===== src/rtl/sram_ctl_pkg.sv =====
`timescale 1ns/1ps
package sram_ctl_pkg;

   typedef enum logic [1:0] {
      ST_IDLE  = 2'd0,
      ST_READ  = 2'd1,
      ST_WRITE = 2'd2,
      ST_TURN  = 2'd3
   } sram_st_e;

   function automatic int unsigned max2(input int unsigned a, input int unsigned b);
      return (a > b) ? a : b;
   endfunction

   // ceiling of ns / clk, never below one cycle
   function automatic int unsigned wait_cycles(input int unsigned ns, input int unsigned clk_ns);
      int unsigned c;
      c = (ns + clk_ns - 1) / clk_ns;
      return (c == 0) ? 1 : c;
   endfunction

endpackage


===== src/rtl/sram_ctl_wait.sv =====
`timescale 1ns/1ps
module sram_ctl_wait #(
   parameter int CW = 4
) (
   input  logic          clk,
   input  logic          rst_n,
   input  logic          load,
   input  logic [CW-1:0] load_val,
   output logic          done
);
   logic [CW-1:0] cnt_q;

   always_ff @(posedge clk or negedge rst_n) begin
      if (!rst_n)
         cnt_q <= '0;
      else if (load)
         cnt_q <= load_val;
      else if (cnt_q != '0)
         cnt_q <= cnt_q - 1'b1;
   end

   assign done = (cnt_q == '0);
endmodule


===== src/rtl/sram_ctl_lane.sv =====
`timescale 1ns/1ps
module sram_ctl_lane (
   input  logic       clk,
   input  logic       rst_n,
   input  logic       latch,
   input  logic       release_i,
   input  logic       capture,
   input  logic       sel,
   input  logic [7:0] wbyte,
   input  logic [7:0] din,
   output logic       be_n,
   output logic [7:0] dout,
   output logic [7:0] rbyte
);
   always_ff @(posedge clk or negedge rst_n) begin
      if (!rst_n) begin
         be_n  <= 1'b1;
         dout  <= '0;
         rbyte <= '0;
      end else begin
         if (latch) begin
            be_n <= ~sel;
            dout <= wbyte;
         end else if (release_i) begin
            be_n <= 1'b1;
         end
         if (capture)
            rbyte <= be_n ? 8'h00 : din;
      end
   end
endmodule


===== src/rtl/sram_ctl_seq.sv =====
`timescale 1ns/1ps
module sram_ctl_seq
   import sram_ctl_pkg::*;
#(
   parameter int RD_CYC = 1,
   parameter int WR_CYC = 1,
   parameter int TA_CYC = 1,
   parameter int CW     = 4
) (
   input  logic          clk,
   input  logic          rst_n,
   input  logic          req_valid,
   input  logic          req_write,
   input  logic          done,
   output logic          req_ready,
   output logic          latch,
   output logic          release_o,
   output logic          capture,
   output logic          load,
   output logic [CW-1:0] load_val,
   output logic          cs_n,
   output logic          we_n,
   output logic          oe_n,
   output logic          dq_oe,
   output logic          rsp_valid
);
   localparam logic [CW-1:0] RD_LD = CW'(RD_CYC - 1);
   localparam logic [CW-1:0] WR_LD = CW'(WR_CYC - 1);
   localparam logic [CW-1:0] TA_LD = CW'(TA_CYC - 1);

   sram_st_e st_q, st_d;

   assign req_ready = (st_q == ST_IDLE);
   assign latch     = req_ready && req_valid;
   assign capture   = (st_q == ST_READ) && done;
   assign release_o = ((st_q == ST_READ) || (st_q == ST_WRITE)) && done;

   always_comb begin
      st_d     = st_q;
      load     = 1'b0;
      load_val = '0;
      unique case (st_q)
         ST_IDLE: if (req_valid) begin
            load     = 1'b1;
            load_val = req_write ? WR_LD : RD_LD;
            st_d     = req_write ? ST_WRITE : ST_READ;
         end
         ST_READ: if (done) begin
            load     = 1'b1;
            load_val = TA_LD;
            st_d     = ST_TURN;
         end
         ST_WRITE: if (done) st_d = ST_IDLE;
         ST_TURN:  if (done) st_d = ST_IDLE;
         default:  st_d = ST_IDLE;
      endcase
   end

   always_ff @(posedge clk or negedge rst_n) begin
      if (!rst_n) begin
         st_q      <= ST_IDLE;
         cs_n      <= 1'b1;
         we_n      <= 1'b1;
         oe_n      <= 1'b1;
         dq_oe     <= 1'b0;
         rsp_valid <= 1'b0;
      end else begin
         st_q      <= st_d;
         rsp_valid <= capture;
         if (latch) begin
            cs_n  <= 1'b0;
            we_n  <= ~req_write;
            oe_n  <= req_write;
            dq_oe <= req_write;
         end else if (release_o) begin
            cs_n  <= 1'b1;
            we_n  <= 1'b1;
            oe_n  <= 1'b1;
            dq_oe <= 1'b0;
         end
      end
   end
endmodule


===== src/rtl/sram_ctl.sv =====
`timescale 1ns/1ps
module sram_ctl
   import sram_ctl_pkg::*;
#(
   parameter int AW     = 16,
   parameter int DW     = 16,
   parameter int CLK_NS = 10,
   parameter int T_RC   = 10,
   parameter int T_AA   = 10,
   parameter int T_OE   = 5,
   parameter int T_BA   = 5,
   parameter int T_WP   = 7,
   parameter int T_DW   = 5,
   parameter int T_HZ   = 5
) (
   input  logic            clk,
   input  logic            rst_n,
   input  logic            req_valid,
   output logic            req_ready,
   input  logic            req_write,
   input  logic [AW-1:0]   req_addr,
   input  logic [DW-1:0]   req_wdata,
   input  logic [DW/8-1:0] req_be,
   output logic            rsp_valid,
   output logic [DW-1:0]   rsp_rdata,
   output logic [AW-1:0]   ram_addr,
   output logic            ram_cs_n,
   output logic            ram_we_n,
   output logic            ram_oe_n,
   output logic [DW/8-1:0] ram_be_n,
   output logic [DW-1:0]   ram_dq_out,
   input  logic [DW-1:0]   ram_dq_in,
   output logic            ram_dq_oe
);
   localparam int NB     = DW / 8;
   localparam int RD_CYC = int'(wait_cycles(max2(max2(T_RC, T_AA), max2(T_OE, T_BA)), CLK_NS));
   localparam int WR_CYC = int'(wait_cycles(max2(T_WP, T_DW), CLK_NS));
   localparam int TA_CYC = int'(wait_cycles(T_HZ, CLK_NS));
   localparam int CW     = $clog2(max2(max2(RD_CYC, WR_CYC), TA_CYC) + 1) + 1;

   generate
      if (DW % 8 != 0 || DW < 8) begin : g_bad_dw
         $error("sram_ctl: DW must be a positive multiple of 8");
      end
      if (CLK_NS < 1) begin : g_bad_clk
         $error("sram_ctl: CLK_NS must be at least 1");
      end
      if (AW < 1) begin : g_bad_aw
         $error("sram_ctl: AW must be at least 1");
      end
   endgenerate

   logic          latch, release_w, capture, load, done;
   logic [CW-1:0] load_val;

   sram_ctl_seq #(
      .RD_CYC(RD_CYC), .WR_CYC(WR_CYC), .TA_CYC(TA_CYC), .CW(CW)
   ) u_seq (
      .clk       (clk),
      .rst_n     (rst_n),
      .req_valid (req_valid),
      .req_write (req_write),
      .done      (done),
      .req_ready (req_ready),
      .latch     (latch),
      .release_o (release_w),
      .capture   (capture),
      .load      (load),
      .load_val  (load_val),
      .cs_n      (ram_cs_n),
      .we_n      (ram_we_n),
      .oe_n      (ram_oe_n),
      .dq_oe     (ram_dq_oe),
      .rsp_valid (rsp_valid)
   );

   sram_ctl_wait #(.CW(CW)) u_wait (
      .clk      (clk),
      .rst_n    (rst_n),
      .load     (load),
      .load_val (load_val),
      .done     (done)
   );

   always_ff @(posedge clk or negedge rst_n) begin
      if (!rst_n)
         ram_addr <= '0;
      else if (latch)
         ram_addr <= req_addr;
   end

   for (genvar i = 0; i < NB; i++) begin : g_lane
      sram_ctl_lane u_lane (
         .clk       (clk),
         .rst_n     (rst_n),
         .latch     (latch),
         .release_i (release_w),
         .capture   (capture),
         .sel       (req_be[i]),
         .wbyte     (req_wdata[8*i +: 8]),
         .din       (ram_dq_in[8*i +: 8]),
         .be_n      (ram_be_n[i]),
         .dout      (ram_dq_out[8*i +: 8]),
         .rbyte     (rsp_rdata[8*i +: 8])
      );
   end
endmodule


===== config.mk =====
export PLATFORM = sky130hd
export DESIGN_NAME = sram_ctl
export DESIGN_NICKNAME = d
export VERILOG_FILES = /design/src/rtl/sram_ctl_pkg.sv /design/src/rtl/sram_ctl_wait.sv /design/src/rtl/sram_ctl_lane.sv /design/src/rtl/sram_ctl_seq.sv /design/src/rtl/sram_ctl.sv
export SDC_FILE = /design/constraint.sdc
export NUM_CORES = 1
export LEC_CHECK = 0
export BUFFER_PORTS_ARGS = -buffer_cell sky130_fd_sc_hd__buf_4
export CAP_MARGIN = 15
export CORE_ASPECT_RATIO = 1.25
export CORE_MARGIN = 5
export CORE_UTILIZATION = 51
export DETAILED_ROUTE_END_ITERATION = 8
export HOLD_SLACK_MARGIN = 0.08
export PLACE_DENSITY = 0.84
export SKIP_LAST_GASP = 1
export SLEW_MARGIN = 20
export SYNTH_ARGS = -nofsm -noshare
export SYNTH_HDL_FRONTEND = slang
export SYNTH_HIERARCHICAL = 1
export SYNTH_SLANG_ARGS = --single-unit

===== constraint.sdc =====
create_clock -name clk -period 2.9 [get_ports clk]
set_input_delay 0.435 -clock clk [delete_from_list [all_inputs] [get_ports clk]]
set_output_delay 0.435 -clock clk [all_outputs]
set_load 0.005 [all_outputs]

==> impl_results.md <==
- Status: completed
- Crit. End Element: register
- Layout area overhead: 38.8%
- Max Clk Rate: 0.502 GHz
- Buffer count from post-CTS setup fixing: 0
- Crit-path max cell delay: ~0.4 ns
- Total Routing Usage GR: between 10% and 20%
- DR pass1 iterations: 4
- Synth warn: 6
- First-pass GRT wire length: between 9000 and 10000 um
- Crit Path Category: register to register
- Root Driver: clkbuf_8
- Starting DRT DRC Count: 144
- CP cell instances: inv_1 -> ha_1 -> nand2_1 -> inv_2 -> buf_4 -> mux2_2
- Seq/Total Area, Yosys: 55.6%
- Peak supply drop: about 0.63 mV
- CP max stage cell: dfrtp_1
- Flops & latches, synth: approximately 60
- CORE AREA: 5080 um2
- CTS Hold Bufs: 0
- TritonCTS clock tree: done
- Final Hold Vio Count: 0
- H-Tree Depth: 3
- Vias per inst: 4.93
- DP Cell Count: 359
- Count of pins over their slew limit: 0
- Initial antenna violation count: 0
- Detail Placement HPWL: about 4500 um
- Min-Delay Path Class: primary input to async pin
- RSZ-0062 raised after global routing: false
- Final core occ: 72.8%
- Synth Area in Compound Gates: roughly 6.4%
- Grt total ovfl: 0
- CTS Buf Count: 9
- Total clock sinks: 59
- Final cell count without fillers: between 300 and 400
- Slew headroom: around 52%
- Register area: 1480 um2
- Site Rows: 29
- Gates resized, CTS repair: 0
- Clock transition at path regs: around 0.07 ns
- Fin crit period: 1.99 ns
- Clock Skew: just over 0.01 ns
- Die area: 6780 um2
- Power Density: around 1100 nW/um2
- Nets: around 370
- Max-cap violations: 0
- Crit path launch type: register
- IO Count: 110
- Worst-Skew Late Latency: between 0.3 and 0.4 ns
- Slew @ Worst Pin: about 0.7 ns
- Pin count of the biggest net entering global routing: 60
- Worst EP required: around 3.1 ns
- Fin crit share: roughly two thirds
- Final setup fails: 0
- CP arrival: 2.21 ns
- Routed Antenna Nets: 0
- DIE WIDTH: ~75 um
- Post-synth cell types: 30
- Fillers: 370
- Sum of negative setup slack: 0 ns
- CTS Buffer Depth: 2
- ANT cells: 0
- Highest fanout seen on the critical path: 20
- Leakage: about 1.9 nW
- Final wirelength: 6060 um
- Die Height: roughly 91 um
- Simple-gate share of the synthesized area: 9.25%
- Starting density of the core: between 50 and 60%
- Vias in the first global route: 1957
- Area of the multi-input gates: 1010 um2
- Main combinational cell family by area after synthesis: multiplexers
- Mapped Area: ~2700 um2
- Overall power: 3.96 mW
- Mux contribution to synthesized area: a little under a fifth
- Vias: ~1800
- GPL Wtd Cong: approximately 0.73
- Hold_ws: approximately 0.17 ns
- PortBufs: 109
- Post-Synth XOR/XNOR Area: less than 1%
- Layout cells sized above 1: between 50% and 60%
- Wire length per cell: roughly 16 um
- Synthesized instance count: ~190
- Adder-cell share of the synthesized area: approximately 3.3%
- DRC viols: 0
- Syn Area/Cell: between 10 and 15 um2
final timing paths:
| path | startpoint | end | slack [ns] | cells after the start |
|---|---|---|---|---|
| max | u_seq/st_q[0]$_DFFE_PN0P_ | ram_addr[1]$_DFFE_PN0P_ | 0.91 | 6 |
| min | rst_n | g_lane[1].u_lane/dout[6]$_DFFE_PN0P_ | 0.17 | 1 |
| max reg2reg | u_seq/st_q[0]$_DFFE_PN0P_ | ram_addr[1]$_DFFE_PN0P_ | 0.91 | 6 |
| min reg2reg | g_lane[1].u_lane/rbyte[3]$_DFFE_PN0P_ | g_lane[1].u_lane/rbyte[3]$_DFFE_PN0P_ | 0.51 | 2 |
| max in group asynchronous | rst_n | g_lane[1].u_lane/rbyte[0]$_DFFE_PN0P_ | 2.28 | 1 |
| min in group clk | req_be[1] | g_lane[1].u_lane/be_n$_DFFE_PN1P_ | 0.24 | 2 |
area by class of cell:
type / instances / share of cell area, %
Timing Repair Buffer: 112 / 22.7
Tap cell: 62 / 2.10
Clock buffer: 10 / 3.72
Clock inverter: 6 / 1.76
Inverter: 23 / 2.33
Sequential cell: 59 / 40.1
Multi-Input combinational cell: 103 / 27.3
sequential cells by signal, indices dropped and copies added (netlist names):
register	cells
g_lane.u_lane/dout	16
g_lane.u_lane/rbyte	16
ram_addr	16
g_lane.u_lane/be_n	2
u_seq/st_q	2
u_wait/cnt_q	2
u_seq/cs_n	1
u_seq/dq_oe	1
u_seq/oe_n	1
u_seq/rsp_valid	1
u_seq/we_n	1
cells by family after synthesis:
family / Yosys count
other cells: 1
flops: 59
xor+xnor: 1
fa+ha+maj: 7
buf+inv: 31
mux: 35
compound gates: 27
simple gates: 31
stage by stage:
step | area (um2) | setup WS [ns]
after detailed placement | 3500 | 0.880
after CTS | 3700 | 0.878
after floorplan | 2670 | 1.28
final | 3700 | 0.910
after global placement | 3500 | 0.959
after global routing | 3700 | 0.765
where the power goes:
| part | switching (mW) | total [mW] | leakage [nW] | internal, mW |
|---|---|---|---|---|
| clock | 0.329 | 0.749 | 0.102 | 0.419 |
| combinational | 0.657 | 1.72 | 1.09 | 1.07 |
| sequential | 0.246 | 1.48 | 0.718 | 1.24 |
synth_stat cells, drive strengths merged:
master / n / area [um2]
nand2: 6 / 22.5
or2b: 1 / 7.51
o21bai: 1 / 7.51
nor3: 3 / 20.0
mux2: 32 / 458
nor2: 2 / 7.51
conb: 1 / 3.75
nand3b: 16 / 170
o31a: 2 / 17.5
inv: 23 / 86.3
mux2i: 3 / 30.0
ha: 7 / 87.6
buf: 8 / 91.3
o21ai: 19 / 110
a21oi: 3 / 15.0
o22ai: 1 / 12.5
o21a: 1 / 7.51
and2: 2 / 13.8
dfstp: 5 / 131
xor2: 1 / 8.76
nand3: 1 / 5.00
dfrtp: 54 / 1350
worst max-delay path: cells and delay by family (launching register included):
family / cells / cell delay [ns]
buf+inv: 3 / 0.81
flops: 1 / 0.41
mux: 1 / 0.35
fa+ha+maj: 1 / 0.18
simple gates: 1 / 0.11
placed cells by master (no fill, tap or decap), drive strengths merged:
cell      count
or2b          1
dfstp         5
clkbuf       10
mux2i         3
o21bai        1
buf         112
o22ai         1
inv          23
xor2          1
o21a          1
clkinv        4
nand2         6
o31a          2
nor3          3
o21ai        19
mux2         32
nand3b       16
dfrtp        54
clkinvlp      1
nor2          2
bufinv        1
a21oi         3
ha            7
conb          2
nand3         1
and2          2
layer usage:
metal  share of wire [%]  wire length (um)  global-route usage, %
met3                 5.9               357                   5.23
met5                   0                 0                      0
met4                 2.7               165                   8.75
met2                  54              3250                   31.1
met1                  38              2290                   22.4
Note: power is estimated with default switching activity, not from simulation.
